`src/rtl/dadj_pkg.sv`:
```
package dadj_pkg;

    localparam int unsigned BYTE_W    = 8;
    localparam int unsigned NIB_W     = 4;
    localparam int unsigned OP_W      = 3;
    localparam logic [NIB_W-1:0]  NIB_MAX_DIGIT = 4'd9;
    localparam logic [BYTE_W-1:0] LOW_FIX       = 8'h06;
    localparam logic [BYTE_W-1:0] HIGH_FIX      = 8'h60;
    localparam logic [BYTE_W-1:0] PACKED_MAX    = 8'h99;
    localparam logic [BYTE_W-1:0] TEN           = 8'd10;

    typedef enum logic [OP_W-1:0] {
        OP_UNP_ADD = 3'd0,
        OP_UNP_SUB = 3'd1,
        OP_UNP_MUL = 3'd2,
        OP_UNP_DIV = 3'd3,
        OP_PCK_ADD = 3'd4,
        OP_PCK_SUB = 3'd5,
        OP_PASS_A  = 3'd6,
        OP_PASS_B  = 3'd7
    } adj_op_e;

    typedef struct packed {
        logic [BYTE_W-1:0] al;
        logic [BYTE_W-1:0] ah;
        logic              cf;
        logic              af;
    } adj_res_t;

    typedef struct packed {
        logic              valid;
        adj_res_t          res;
        logic              zf;
        logic              sf;
        logic              pf;
    } out_reg_t;

endpackage

```
`src/rtl/dadj_unpacked.sv`:
```
module dadj_unpacked
    import dadj_pkg::*;
(
    input  logic              sub,
    input  logic [BYTE_W-1:0] al,
    input  logic [BYTE_W-1:0] ah,
    input  logic              af,
    output adj_res_t          res
);
    logic              need_fix;
    logic [BYTE_W-1:0] al_fix;
    logic [BYTE_W-1:0] ah_fix;
    logic [BYTE_W-1:0] al_sel;

    always_comb begin
        need_fix = (al[NIB_W-1:0] > NIB_MAX_DIGIT) || af;
        al_fix   = sub ? (al - LOW_FIX) : (al + LOW_FIX);
        ah_fix   = sub ? (ah - 8'd1) : (ah + 8'd1);
        al_sel   = need_fix ? al_fix : al;
        res.al   = {{(BYTE_W-NIB_W){1'b0}}, al_sel[NIB_W-1:0]};
        res.ah   = need_fix ? ah_fix : ah;
        res.cf   = need_fix;
        res.af   = need_fix;
    end
endmodule

```
`src/rtl/dadj_muldiv.sv`:
```
module dadj_muldiv
    import dadj_pkg::*;
(
    input  logic              is_div,
    input  logic [BYTE_W-1:0] al,
    input  logic [BYTE_W-1:0] ah,
    output adj_res_t          res
);
    logic [BYTE_W-1:0] quot;
    logic [BYTE_W-1:0] rem;
    logic [BYTE_W-1:0] ah_x10;

    always_comb begin
        quot   = al / TEN;
        rem    = al % TEN;
        ah_x10 = ah * TEN;
        if (is_div) begin
            res.al = ah_x10 + al;
            res.ah = '0;
        end else begin
            res.al = rem;
            res.ah = quot;
        end
        res.cf = 1'b0;
        res.af = 1'b0;
    end
endmodule

```
`src/rtl/dadj_packed.sv`:
```
module dadj_packed
    import dadj_pkg::*;
(
    input  logic              sub,
    input  logic [BYTE_W-1:0] al,
    input  logic [BYTE_W-1:0] ah,
    input  logic              cf,
    input  logic              af,
    output adj_res_t          res
);
    logic              low_fix;
    logic              high_fix;
    logic [BYTE_W-1:0] step1;
    logic [BYTE_W-1:0] step2;

    always_comb begin
        low_fix  = (al[NIB_W-1:0] > NIB_MAX_DIGIT) || af;
        high_fix = (al > PACKED_MAX) || cf;
        step1    = al;
        if (low_fix)
            step1 = sub ? (al - LOW_FIX) : (al + LOW_FIX);
        step2    = step1;
        if (high_fix)
            step2 = sub ? (step1 - HIGH_FIX) : (step1 + HIGH_FIX);
        res.al   = step2;
        res.ah   = ah;
        res.cf   = high_fix;
        res.af   = low_fix;
    end
endmodule

```
`src/rtl/dec_adjust_unit.sv`:
```
module dec_adjust_unit
    import dadj_pkg::*;
(
    input  logic              clk,
    input  logic              rst_n,
    input  logic              in_valid,
    output logic              in_ready,
    input  logic [OP_W-1:0]   in_op,
    input  logic [BYTE_W-1:0] in_al,
    input  logic [BYTE_W-1:0] in_ah,
    input  logic              in_cf,
    input  logic              in_af,
    output logic              out_valid,
    input  logic              out_ready,
    output logic [BYTE_W-1:0] out_al,
    output logic [BYTE_W-1:0] out_ah,
    output logic              out_cf,
    output logic              out_af,
    output logic              out_zf,
    output logic              out_sf,
    output logic              out_pf
);
    adj_op_e  op;
    adj_res_t unp_res;
    adj_res_t md_res;
    adj_res_t pck_res;
    adj_res_t pass_res;
    adj_res_t sel_res;
    out_reg_t st_d;
    out_reg_t st_q;
    logic     accept;

    assign op = adj_op_e'(in_op);

    dadj_unpacked u_unp (
        .sub (in_op[0]),
        .al  (in_al),
        .ah  (in_ah),
        .af  (in_af),
        .res (unp_res)
    );

    dadj_muldiv u_md (
        .is_div (in_op[0]),
        .al     (in_al),
        .ah     (in_ah),
        .res    (md_res)
    );

    dadj_packed u_pck (
        .sub (in_op[0]),
        .al  (in_al),
        .ah  (in_ah),
        .cf  (in_cf),
        .af  (in_af),
        .res (pck_res)
    );

    always_comb begin
        pass_res.al = in_al;
        pass_res.ah = in_ah;
        pass_res.cf = in_cf;
        pass_res.af = in_af;
        unique case (op)
            OP_UNP_ADD, OP_UNP_SUB: sel_res = unp_res;
            OP_UNP_MUL, OP_UNP_DIV: sel_res = md_res;
            OP_PCK_ADD, OP_PCK_SUB: sel_res = pck_res;
            default:                sel_res = pass_res;
        endcase
    end

    always_comb begin
        in_ready = !st_q.valid || out_ready;
        accept   = in_valid && in_ready;
        st_d     = st_q;
        if (accept) begin
            st_d.valid = 1'b1;
            st_d.res   = sel_res;
            st_d.zf    = (sel_res.al == '0);
            st_d.sf    = sel_res.al[BYTE_W-1];
            st_d.pf    = ~^sel_res.al;
        end else if (out_ready) begin
            st_d.valid = 1'b0;
        end
    end

    always_ff @(posedge clk) begin
        if (!rst_n)
            st_q <= '0;
        else
            st_q <= st_d;
    end

    assign out_valid = st_q.valid;
    assign out_al    = st_q.res.al;
    assign out_ah    = st_q.res.ah;
    assign out_cf    = st_q.res.cf;
    assign out_af    = st_q.res.af;
    assign out_zf    = st_q.zf;
    assign out_sf    = st_q.sf;
    assign out_pf    = st_q.pf;
endmodule

```
`config.mk`:
```
export PLATFORM = sky130hd
export DESIGN_NAME = dec_adjust_unit
export DESIGN_NICKNAME = d
export VERILOG_FILES = /design/src/rtl/dadj_pkg.sv /design/src/rtl/dadj_unpacked.sv /design/src/rtl/dadj_muldiv.sv /design/src/rtl/dadj_packed.sv /design/src/rtl/dec_adjust_unit.sv
export SDC_FILE = /design/constraint.sdc
export NUM_CORES = 1
export LEC_CHECK = 0
export BUFFER_PORTS_ARGS = -buffer_cell sky130_fd_sc_hd__buf_2
export CAP_MARGIN = 20
export CELL_PAD_IN_SITES_DETAIL_PLACEMENT = 0
export CELL_PAD_IN_SITES_GLOBAL_PLACEMENT = 2
export CORE_MARGIN = 3
export CORE_UTILIZATION = 35
export CTS_CLUSTER_SIZE = 24
export DETAILED_ROUTE_END_ITERATION = 7
export PLACE_DENSITY_LB_ADDON = 0.08
export SLEW_MARGIN = 20
export SYNTH_ARGS = -nofsm -noshare
export SYNTH_HDL_FRONTEND = slang
export SYNTH_HIERARCHICAL = 1
export SYNTH_SLANG_ARGS = --single-unit
```
`constraint.sdc`:
```
create_clock -name clk -period 4.7 [get_ports clk]
set_input_delay 0.705 -clock clk [delete_from_list [all_inputs] [get_ports clk]]
set_output_delay 0.705 -clock clk [all_outputs]
set_load 0.03 [all_outputs]
```
* Word-level counts from Yosys, hierarchy flattened *
Index checks and enable logic that the tools add are counted.

operators by class
  $add $sub $neg = 7
  multipliers = 1
  divide/modulo/power cells = 2
  order comparisons = 2
  equality and inequality tests = 5
  multiplexer cells = 10
  reduce and logical (&&, ||, !) cells = 12

operators with widths
  kind                                                                     number
  18-bit case mux with 3 select lines                                      1
  8-bit 2-to-1 mux                                                         6
  16-bit 2-to-1 mux                                                        1
  8-bit by 1-bit adder with 8-bit output (second input constant)           1
  8-bit by 3-bit adder with 8-bit output (second input constant)           1
  8-bit by 7-bit adder with 8-bit output (second input constant)           1
  8-bit adder                                                              1
  8-bit by 4-bit divider with 8-bit output (second input constant)         1
  8-bit greater-than comparator (second input constant)                    1
  8-bit logical NOT                                                        1
  8-bit by 4-bit remainder unit with 8-bit output (second input constant)  1
  8-bit by 3-bit multiplier with 7-bit output (second input constant)      1
  8-bit XNOR reduction                                                     1
  8-bit by 1-bit subtractor with 8-bit output (second input constant)      1
  8-bit by 3-bit subtractor with 8-bit output (second input constant)      1
  8-bit by 7-bit subtractor with 8-bit output (second input constant)      1
  3-bit by 2-bit equality test with 1-bit output (second input constant)   2
  3-bit equality test (second input constant)                              2
  2-bit OR reduction                                                       3
  4-bit greater-than comparator (second input constant)                    1
  3-bit by 1-bit equality test with 1-bit output (second input constant)   1
  3-bit logical NOT                                                        1
  1-bit logical OR                                                         3
  1-bit 2-to-1 mux                                                         2
  3 further kinds                                                          3

storage, ports and cells
  register bits after elaboration = 22
  input port bits = 25
  output and inout bits = 23
  word-level logic and storage cells = 47

* Logic depth before layout (Yosys ltp) *
Gate-level depths: netlist of the first run.

  depth after elaboration = 8
  gate-level depth with buffers = 18
  gate-level depth less buffers = 18

* Cells and area by module *
Netlist of the first run, hierarchy kept.

by module, submodules not included
  module           instances  cells an instance  area an instance (µm²)  sequential area each (µm²)
  dec_adjust_unit  1          91                 1,261.2                 420.4
  dadj_muldiv      1          150                1,116.1                 0.0
  dadj_unpacked    1          78                 558.0                   0.0
  dadj_packed      1          67                 501.7                   0.0

* Worst setup path before layout of the first run *
Ideal clock, no wire load.

  path type = input port to flip-flop
  from = in in_op[0]
  to = reg st_q (netlist bit out_pf)
  library setup time = 0.117 ns
  arrival time = 4.075 ns
  data required time = 4.583 ns
  path slack = 0.508 ns
  cell stages on the path = 18
  path buffers = 0
  path through = inv_1 ha_1 a21o_2 a21oi_1 o21ai_1 xnor2_1 o21ai_0 fa_1 and2_1 o21ai_0 o2111ai_2 xnor2_1 mux4_1 inv_1 ha_1 xor2_1 xnor2_1 a22o_1

RTL lines
  element               RTL line               RTL
  from (decl)           dec_adjust_unit.sv:8   input logic [OP_W-1:0] in_op,
  to (signal assigned)  dec_adjust_unit.sv:91  st_q <= st_d;
  to (decl)             dec_adjust_unit.sv:30  out_reg_t st_q;

==> run_results.csv, run 1 <==
group,metric,value,unit
die,die_width,105.1,um
timing,rsz_0062_raised_after_global_routing,"no",
synth,edff_count_synth,0,
placed_design,post_detailed_placement_half_perimeter_wirelength,6689,um
worst_hold_path,holdCritPathClass,"flip-flop to flip-flop",
global_route,gr-total-overflow,0,
global_route,grt_first_pass_wirelength,13930,um
synth,mappedNetlistArea,3437,um^2
synth,synth_sequential_area_ratio,0.1223,
layout,most_frequent_standard_cell_in_the_layout_excluding_fill_and_tap_cells,"sky130_fd_sc_hd__buf_2",
route,vias_per_cell,5.230,
synth,synth_seq_cells,21,
layout,mostFrequentLayoutCells,"47 x sky130_fd_sc_hd__buf_2, 28 x sky130_fd_sc_hd__ha_1, 24 x sky130_fd_sc_hd__inv_1",
route,wl_met1,4340,um
die,fp.dieArea,11050,um^2
setup_path,worstRegToRegCells,4,
setup_path,critical_path.reg2reg.endpoint,"out_al[2]$_SDFFE_PN0P_",
synth,syn_area_per_cell,8.904,um^2
timing,timing_worst_slew_pin_value,0.8870,ns
layout,area_growth,6.625,%
timing,final-max-slew-violation-count,0,
route,via_count_of_the_routed_design,2819,
route,drt_iter0_drc,103,
cts,tritoncts.num_buffers,3,
timing,final_hold_viol_count,0,
layout,finish.net_count,470,
die,die_height,105.1,um
synth,ys.flop_type,"sky130_fd_sc_hd__dfxtp_1",
flow_run,max-cap-violations,0,
synth,netlist.top_cell.by_area,"sky130_fd_sc_hd__dfxtp_1",
layout,antenna_cells,0,
route,remaining_drc_errors,0,
cts,cts-root-to-sink-buffers,2,
timing,fin_tns_setup,0,ns
route,wl_met3,165,um
worst_hold_path,worstHoldEndpoint,"out_al[5]$_SDFFE_PN0P_",
cts,number_of_h_tree_branching_levels,1,
die,starting_density_of_the_core,0.3668,
route,routedWlPerCell,15.82,um
layout,drive_gt1_frac,0.2341,
cts,clock_insertion_delay_worst_skew,0.26,ns
cts,cts.repair.resized,0,
layout,finish.cell_count_without_fillers,539,
setup_path,timing.critical_path.buf_inv,3,
timing,finalCritPeriodShare,0.9105,
pwr,vdd_ir_drop_max,0.1083,mV
setup_path,setup.worst_path.end_class,"flip-flop",
setup_path,cp_delay_by_family_top,"compound AO/OA/AOI/OAI gates",
setup_path,timing.critical_path.fanout_max,4,
timing,final_period_minus_worst_setup_slack,4.279,ns
setup_path,crit_path_cell_trace,"buf_2 -> inv_1 -> ha_1 -> a21o_2 -> a21oi_1 -> o21ai_1 -> xnor2_1 -> o21ai_0 -> fa_1 -> and2_1 -> o21ai_0 -> o2111ai_2 -> xnor2_1 -> mux4_1 -> inv_1 -> ha_1 -> xor2_1 -> xnor2_1 -> a22o_1",
global_route,largest_net_degree_at_the_start_of_global_routing,31,
die,design.core.area,9371,um^2
cts,cts_root_buf,"sky130_fd_sc_hd__clkbuf_8",
cts,post-cts-setup-buffer-count,0,
pwr,cellPowerDensity,217.8,nW/um^2
cts,cts_tree,"done",
setup_path,critical_setup_path_class,"primary input to flip-flop",
synth,synth_warnings,6,
timing,slew_headroom,0.4052,
timing,final.hold.worst_slack,0.4739,ns
cts,ctsHoldBuffers,0,
route,routed-wl-met2,3990,um
setup_path,critPathMostFrequentCell,"sky130_fd_sc_hd__xnor2_1",
setup_path,critical-path-max-stage-delay,0.53,ns
placed_design,dpl.cell_count,535,
route,dr.max_layer_used,"met4",
cts,clock_slew_seen_by_the_registers_of_the_worst_setup_and_hold_paths,0.08,ns
timing,maximum_clock_frequency,0.2337,GHz
pwr,leakage,1.613,nW
worst_hold_path,hold_path_stages,1,
setup_path,kind_of_start_point_of_the_critical_path,"primary input",
placed_design,globalplace.congestion,0.8012,
setup_path,cp_data_required_time,4.85,ns
synth,synth_top_area_frac,0.1223,
die,boundaryPins,48,
synth,synthArstFlopShare,0,
setup_path,worst_path_max_delay_cell,"sky130_fd_sc_hd__mux4_1",
synth,netlist_top_cells_area,"sky130_fd_sc_hd__dfxtp_1 12%, sky130_fd_sc_hd__ha_1 10%, sky130_fd_sc_hd__buf_4 7.0%",
timing,setup_violating_endpoint_count_in_the_final_report,0,
cts,clock-sinks,21,
synth,synth.lib_cells_used.distinct,80,
route,drtAntennaViolNets,0,
global_route,first_global_vias,2667,
layout,fillers,996,
setup_path,reg2reg_setup_slack,3.10,ns
setup_path,worstReg2RegStart,"out_valid$_SDFFE_PN0P_",
route,detailedRoute.firstPassIterationCount,4,
synth,netlist_instances,386,
global_route,grt_usage,0.1537,
die,std_cell_rows,35,
timing,clock_skew,0.002846,ns
route,postRouteWirelength,8526,um
global_route,antenna_found_initial,0,
run_status,outcome,"finished clean",
setup_path,timing.critical_path.arrival,4.43,ns
worst_hold_path,hold_start,"out_al[5]$_SDFFE_PN0P_",
placed_design,count_of_buffers_inserted_at_the_top_level_ports,47,
[how the worst max path moves through the flow]
stage / cells past startpoint / to / from / slack, ns
after floorplan: 18 / out_pf$_SDFFE_PN0P_ / in_op[0] / 0.51
after global placement: 19 / out_pf$_SDFFE_PN0P_ / in_op[0] / 0.15
after detailed placement: 19 / out_pf$_SDFFE_PN0P_ / in_op[0] / 0.13
after CTS: 19 / out_pf$_SDFFE_PN0P_ / in_op[0] / 0.42
after global routing: 19 / out_pf$_SDFFE_PN0P_ / in_op[0] / 0.13
final: 19 / out_pf$_SDFFE_PN0P_ / in_op[0] / 0.42
[registers in the layout (all words and copies together) (netlist names)]
signal,count
out_ah,8
out_cf,1
out_valid,1
out_al,8
out_pf,1
out_af,1
out_zf,1
[cells by family after synthesis]
logic type,Yosys count,share of synthesized area
flip-flops,21,0.1223
buffers and inverters,75,0.1292
AO/OA/AOI/OAI,105,0.2308
AND/OR/NAND/NOR,97,0.1620
adder cells (fa/ha/maj),34,0.1369
other,2,0.002185
multiplexers,24,0.1452
XOR/XNOR,28,0.07135
[cell type report]
class / count / area (um^2) / area share
repair buffers: 60 / 332.8 / 0.09082
well taps: 129 / 161.4 / 0.04404
clock inverters: 1 / 5.005 / 0.001366
clock buffers: 3 / 41.29 / 0.01127
flip-flops and latches: 21 / 420.4 / 0.1147
multi-input cells: 297 / 2599 / 0.7091
inverters: 28 / 105.1 / 0.02868
[cell usage after synthesis (3+ instances only)]
cell / number
sky130_fd_sc_hd__fa_1: 6
sky130_fd_sc_hd__ha_1: 28
sky130_fd_sc_hd__buf_2: 8
sky130_fd_sc_hd__o21ai_0: 20
sky130_fd_sc_hd__nand2b_1: 5
sky130_fd_sc_hd__dfxtp_1: 21
sky130_fd_sc_hd__a211oi_1: 3
sky130_fd_sc_hd__a22o_1: 19
sky130_fd_sc_hd__nor2b_1: 5
sky130_fd_sc_hd__nand2_1: 20
sky130_fd_sc_hd__a21oi_1: 17
sky130_fd_sc_hd__o21ai_1: 4
sky130_fd_sc_hd__a21boi_0: 4
sky130_fd_sc_hd__nor3_1: 5
sky130_fd_sc_hd__and3_1: 3
sky130_fd_sc_hd__xor2_1: 10
sky130_fd_sc_hd__o21a_1: 5
sky130_fd_sc_hd__buf_4: 32
sky130_fd_sc_hd__nand4_1: 4
sky130_fd_sc_hd__a21o_1: 3
sky130_fd_sc_hd__and2_1: 3
sky130_fd_sc_hd__inv_2: 3
sky130_fd_sc_hd__nor3b_1: 5
sky130_fd_sc_hd__nor2_1: 17
sky130_fd_sc_hd__mux4_2: 10
sky130_fd_sc_hd__or3_1: 4
sky130_fd_sc_hd__mux4_1: 8
sky130_fd_sc_hd__inv_1: 24
sky130_fd_sc_hd__nand3_1: 7
sky130_fd_sc_hd__mux2i_1: 3
sky130_fd_sc_hd__xnor2_1: 18
[through the flow]
stage,worst slack (ns),instance area (um^2),util,power [mW]
global route,0.1343,3665,0.3911,0.8709
CTS,0.4222,3665,0.3911,0.8102
detailed placement,0.1349,3618,0.3861,0.6889
finish,0.4208,3665,0.3911,0.7982
floorplan,0.5082,3463,-,0.5879
global placement,0.1495,3618,0.3861,0.6876
[worst register-to-register path, stage by stage (launching register included)]
cell and delay, ns:
sky130_fd_sc_hd__dfxtp_1 0.32, sky130_fd_sc_hd__nor2b_2 0.17, sky130_fd_sc_hd__inv_1 0.10, sky130_fd_sc_hd__a21boi_2 0.69, sky130_fd_sc_hd__a22o_1 0.26
[power breakdown]
group	total [mW]	leakage, nW	switching (mW)	internal [mW]
clock network	0.117	0.0255	0.0583	0.0590
registers	0.206	0.173	0.00926	0.196
logic	0.475	1.41	0.262	0.213
[per-layer routing]
metal	global-route usage	up-vias
met1	0.2229	1323
li1	-	1452
met5	0	-
met2	0.2539	42
met3	0.01544	2
met4	0.01781	0
No activity file was read; power rests on OpenSTA's default activity.
==> inputs of run 2 (changes only) <==
Clock period 4.7 ns to 4.2 ns, I/O delays scaled along.
==> run_results.csv, run 2 (same netlist as run 1, synthesis figures left out) <==
group,metric,value,unit
layout,antenna_cells,0,
timing,timing_worst_slew_pin_value,0.8609,ns
global_route,grt_usage,0.1606,
setup_path,reg2reg_setup_slack,2.63,ns
die,boundaryPins,48,
die,fp.dieArea,11050,um^2
global_route,antenna_found_initial,0,
route,via_count_of_the_routed_design,2922,
die,die_height,105.1,um
timing,setup_violating_endpoint_count_in_the_final_report,0,
global_route,largest_net_degree_at_the_start_of_global_routing,31,
flow_run,max-cap-violations,0,
cts,cts_root_buf,"sky130_fd_sc_hd__clkbuf_8",
placed_design,post_detailed_placement_half_perimeter_wirelength,6951,um
cts,cts-root-to-sink-buffers,2,
worst_hold_path,holdCritPathClass,"flip-flop to flip-flop",
route,vias_per_cell,5.274,
cts,number_of_h_tree_branching_levels,1,
setup_path,kind_of_start_point_of_the_critical_path,"primary input",
route,drt_iter0_drc,123,
cts,ctsHoldBuffers,0,
setup_path,worstRegToRegCells,4,
pwr,vdd_ir_drop_max,0.1099,mV
timing,final-max-slew-violation-count,0,
layout,fin_area,3814,um^2
layout,area_growth,10.96,%
setup_path,critical_path.reg2reg.endpoint,"out_cf$_SDFFE_PN0P_",
timing,slew_headroom,0.4227,
setup_path,timing.critical_path.arrival,4.15,ns
pwr,cellPowerDensity,242.0,nW/um^2
pwr,leakage,1.688,nW
setup_path,setup.worst_path.end_class,"flip-flop",
placed_design,count_of_buffers_inserted_at_the_top_level_ports,47,
layout,sequential_cell_area,420.4,um^2
placed_design,pre_cts_ws,-0.3109,ns
die,std_cell_rows,35,
worst_hold_path,hold_start,"out_al[5]$_SDFFE_PN0P_",
run_status,outcome,"finished clean",
layout,fillers,995,
timing,finalCritPeriodShare,0.9515,
route,remaining_drc_errors,0,
cts,clock_slew_seen_by_the_registers_of_the_worst_setup_and_hold_paths,0.07,ns
setup_path,critical_setup_path_class,"primary input to flip-flop",
cts,clock_insertion_delay_worst_skew,0.25,ns
route,drtAntennaViolNets,0,
layout,drive_gt1_frac,0.2776,
cts,clock-sinks,21,
cts,cts_tree,"done",
timing,final_hold_viol_count,0,
die,die_width,105.1,um
timing,final.setup.worst_slack,0.2039,ns
setup_path,cp_data_required_time,4.35,ns
die,design.core.area,9371,um^2
setup_path,timing.critical_path.fanout_max,2,
timing,final_period_minus_worst_setup_slack,3.996,ns
worst_hold_path,hold_path_stages,1,
layout,mostFrequentLayoutCells,"46 x sky130_fd_sc_hd__buf_2, 28 x sky130_fd_sc_hd__buf_4, 27 x sky130_fd_sc_hd__ha_1",
worst_hold_path,worstHoldEndpoint,"out_al[5]$_SDFFE_PN0P_",
route,postRouteWirelength,8665,um
route,routedWlPerCell,15.64,um
layout,most_frequent_standard_cell_in_the_layout_excluding_fill_and_tap_cells,"sky130_fd_sc_hd__buf_2",
layout,multi_input_area,2633,um^2
route,detailedRoute.firstPassIterationCount,4,
cts,post-cts-setup-buffer-count,0,
cts,tritoncts.num_buffers,3,
global_route,gr-total-overflow,0,
global_route,grt_first_pass_wirelength,14720,um
placed_design,placedInstanceArea,3731,um^2
timing,clock_skew,0.001064,ns
setup_path,worstReg2RegStart,"out_valid$_SDFFE_PN0P_",
timing,maximum_clock_frequency,0.2502,GHz
global_route,first_global_vias,2884,
placed_design,globalplace.congestion,0.7804,
layout,finish.net_count,485,
die,starting_density_of_the_core,0.3668,
timing,fin_tns_setup,0,ns
-- run 2: cell types whose count changed in the layout (fill, tap and decap cells not counted), sizes merged --
| cell | change |
|---|---|
| buf | +14 |
| clkbuf | +1 |
-- run 2: cell type report --
type                            count  area share
Multi-Input combinational cell    297      0.6903
Clock inverter                      1    0.001312
Timing Repair Buffer               75      0.1175
Clock buffer                        3     0.01083
Sequential cell                    21      0.1102
Inverter                           28     0.02756
Tap cell                          129     0.04232
-- run 2: timing repair --
item | CTS | global route
pin swaps | 0 | 3
endpoints found under the setup margin | 2 | 2
resized for setup | 1 | 11
-- run 2: worst max-delay path: stages --
cell and delay [ns]:
sky130_fd_sc_hd__buf_2 0.10, sky130_fd_sc_hd__ha_1 0.29, sky130_fd_sc_hd__ha_1 0.22, sky130_fd_sc_hd__fa_1 0.45
sky130_fd_sc_hd__ha_1 0.30, sky130_fd_sc_hd__inv_1 0.08, sky130_fd_sc_hd__a21oi_1 0.06, sky130_fd_sc_hd__o21a_1 0.19
sky130_fd_sc_hd__or3_1 0.30, sky130_fd_sc_hd__a21boi_0 0.37, sky130_fd_sc_hd__mux4_2 0.34, sky130_fd_sc_hd__inv_1 0.05
sky130_fd_sc_hd__ha_1 0.28, sky130_fd_sc_hd__xor2_1 0.17, sky130_fd_sc_hd__xnor2_1 0.12, sky130_fd_sc_hd__a22o_1 0.19
-- run 2: layer usage --
metal	GRT usage	part of all wire	up-vias
met5	0	0	-
met4	0.02812	0.012	0
met3	0.01606	0.029	8
met2	0.2544	0.46	58
met1	0.2382	0.50	1380
li1	-	-	1476
-- run 2: power by group --
group | leakage [nW] | switching (mW) | total [mW] | internal (mW)
clock network | 0.0255 | 0.0643 | 0.130 | 0.0660
registers | 0.173 | 0.0110 | 0.231 | 0.220
logic | 1.49 | 0.300 | 0.562 | 0.262
-- run 2: through the flow --
step             util  hold WS (ns)  instances  power, mW
2_1_floorplan       -        0.6081        393     0.6579
3_3_place_gp   0.3981        0.4579        550     0.7894
3_5_place_dp   0.3981        0.4581        550     0.7929
4_1_cts        0.4033        0.4824        554     0.9298
5_1_grt        0.4069        0.5043        554      1.009
6_report       0.4069        0.4759        554     0.9230
-- run 2: worst max path at each step --
stage	startpoint	end	slack (ns)	cells after the start
after floorplan	in_op[0]	out_pf$_SDFFE_PN0P_	0.08	18
after global placement	in_op[0]	out_pf$_SDFFE_PN0P_	-0.21	19
after detailed placement	in_op[0]	out_pf$_SDFFE_PN0P_	-0.31	19
after CTS	in_op[0]	out_pf$_SDFFE_PN0P_	0.0003	19
after global routing	in_op[0]	out_pf$_SDFFE_PN0P_	-0.001	19
final	in_ah[1]	out_pf$_SDFFE_PN0P_	0.20	16
==> inputs of run 3 (changes only) <==
Settings changed: CELL_PAD_IN_SITES_DETAIL_PLACEMENT 0 to default, CELL_PAD_IN_SITES_GLOBAL_PLACEMENT 2 to default, PLACE_DENSITY from default to 0.55, PLACE_DENSITY_LB_ADDON 0.08 to default.
==> run_results.csv, run 3 (same netlist as run 1, synthesis figures left out) <==
group,metric,value,unit
pwr,vdd_ir_drop_max,0.1213,mV
die,std_cell_rows,35,
setup_path,timing.critical_path.buf_inv,2,
route,drtAntennaViolNets,0,
global_route,first_global_vias,2783,
timing,final_hold_viol_count,0,
cts,cts_root_buf,"sky130_fd_sc_hd__clkbuf_8",
setup_path,timing.critical_path.arrival,4.17,ns
timing,clock_skew,0.006952,ns
setup_path,setup.worst_path.end_class,"flip-flop",
route,remaining_drc_errors,0,
setup_path,crit_path_cell_trace,"buf_2 -> fa_1 -> nor2b_1 -> o31ai_1 -> a21boi_0 -> mux2_2 -> fa_2 -> and2_1 -> o21ai_1 -> o2111ai_2 -> xnor2_1 -> mux4_1 -> inv_1 -> ha_1 -> xor2_1 -> xnor2_1 -> a22o_1",
cts,clock_insertion_delay_worst_skew,0.26,ns
timing,timing_worst_slew_pin_value,0.8692,ns
die,boundaryPins,48,
layout,most_frequent_standard_cell_in_the_layout_excluding_fill_and_tap_cells,"sky130_fd_sc_hd__buf_2",
placed_design,placedInstanceArea,3724,um^2
die,starting_density_of_the_core,0.3668,
pwr,fin_total_pwr,0.9137,mW
cts,tritoncts.num_buffers,3,
die,die_width,105.1,um
global_route,antenna_found_initial,0,
timing,finalCritPeriodShare,0.9573,
layout,fin_area,3789,um^2
route,via_count_of_the_routed_design,2948,
global_route,grt_usage,0.1499,
run_status,outcome,"finished clean",
route,detailedRoute.firstPassIterationCount,4,
placed_design,count_of_buffers_inserted_at_the_top_level_ports,47,
setup_path,critical_setup_path_class,"primary input to flip-flop",
cts,cts_tree,"done",
layout,post-route-util,0.4043,
worst_hold_path,holdCritPathClass,"flip-flop to flip-flop",
route,routedWlPerCell,15.03,um
cts,ctsHoldBuffers,0,
layout,fillers,985,
layout,area_growth,10.23,%
placed_design,globalplace.congestion,0.7818,
timing,maximum_clock_frequency,0.2487,GHz
placed_design,post_detailed_placement_half_perimeter_wirelength,6644,um
die,design.core.area,9371,um^2
timing,fin_tns_setup,0,ns
cts,clock-sinks,21,
setup_path,critPathMostFrequentCell,"sky130_fd_sc_hd__xnor2_1",
cts,number_of_h_tree_branching_levels,1,
cts,clock_slew_seen_by_the_registers_of_the_worst_setup_and_hold_paths,0.07,ns
layout,finish.net_count,484,
die,die_height,105.1,um
global_route,largest_net_degree_at_the_start_of_global_routing,34,
timing,rsz_0062_raised_after_global_routing,"no",
layout,mostFrequentLayoutCells,"47 x sky130_fd_sc_hd__buf_2, 27 x sky130_fd_sc_hd__ha_1, 27 x sky130_fd_sc_hd__buf_4",
route,vias_per_cell,5.331,
timing,slew_headroom,0.4171,
cts,cts-root-to-sink-buffers,2,
setup_path,timing.critical_path.fanout_max,5,
pwr,cellPowerDensity,241.2,nW/um^2
layout,drive_gt1_frac,0.2665,
setup_path,cp_delay_by_family_top,"adder cells",
route,postRouteWirelength,8313,um
pwr,leakage,1.680,nW
global_route,grt_first_pass_wirelength,13780,um
cts,cts.repair.resized,1,
setup_path,cp_data_required_time,4.35,ns
route,drt_iter0_drc,208,
timing,setup_violating_endpoint_count_in_the_final_report,0,
flow_run,max-cap-violations,0,
cts,post-cts-setup-buffer-count,0,
setup_path,critical-path-max-stage-delay,0.51,ns
layout,antenna_cells,0,
global_route,gr-total-overflow,0,
setup_path,kind_of_start_point_of_the_critical_path,"primary input",
setup_path,worst_path_max_delay_cell,"sky130_fd_sc_hd__mux4_1",
timing,final-max-slew-violation-count,0,
die,fp.dieArea,11050,um^2
timing,final_period_minus_worst_setup_slack,4.021,ns
run 3: cell count changes in the layout (fill, tap and decap cells not counted), sizes merged:
cell | before | now
clkbuf | 4 | 3
run 3: path summary, 6_finish.rpt:
kind | start | endpoint | slack, ns | cells after the start
max | in_op[0] | out_pf$_SDFFE_PN0P_ | 0.18 | 17
min | out_al[2]$_SDFFE_PN0P_ | out_al[2]$_SDFFE_PN0P_ | 0.48 | 1
max reg2reg | out_valid$_SDFFE_PN0P_ | out_ah[2]$_SDFFE_PN0P_ | 2.63 | 4
min reg2reg | out_al[2]$_SDFFE_PN0P_ | out_al[2]$_SDFFE_PN0P_ | 0.48 | 1
run 3: layout make-up:
type	instances	area [um^2]	share of cell area
Clock buffer	3	41.29	0.01090
Clock inverter	1	5.005	0.001321
Inverter	28	105.1	0.02774
Multi-Input combinational cell	297	2618	0.6909
Sequential cell	21	420.4	0.1110
Tap cell	129	161.4	0.04260
Timing Repair Buffer	74	437.9	0.1156
run 3: layer usage:
metal,global-route usage,wire [um]
met2,0.2557,3913
met4,0.03561,95
met1,0.2023,3962
met5,0,0
met3,0.01668,341
run 3: through the flow:
stage / hold WS (ns) / cells / setup slack (ns)
after floorplan: 0.6081 / 393 / 0.08318
after global placement: 0.4572 / 549 / -0.2224
after detailed placement: 0.4634 / 549 / -0.2947
after CTS: 0.4803 / 553 / 0.03176
after global routing: 0.4875 / 553 / 0.004339
final: 0.4757 / 553 / 0.1793
run 3: where the power goes:
group / switching (mW) / internal, mW / leakage (nW)
Sequential: 0.0110 / 0.220 / 0.173
Clock: 0.0629 / 0.0660 / 0.0255
Combinational: 0.297 / 0.256 / 1.48
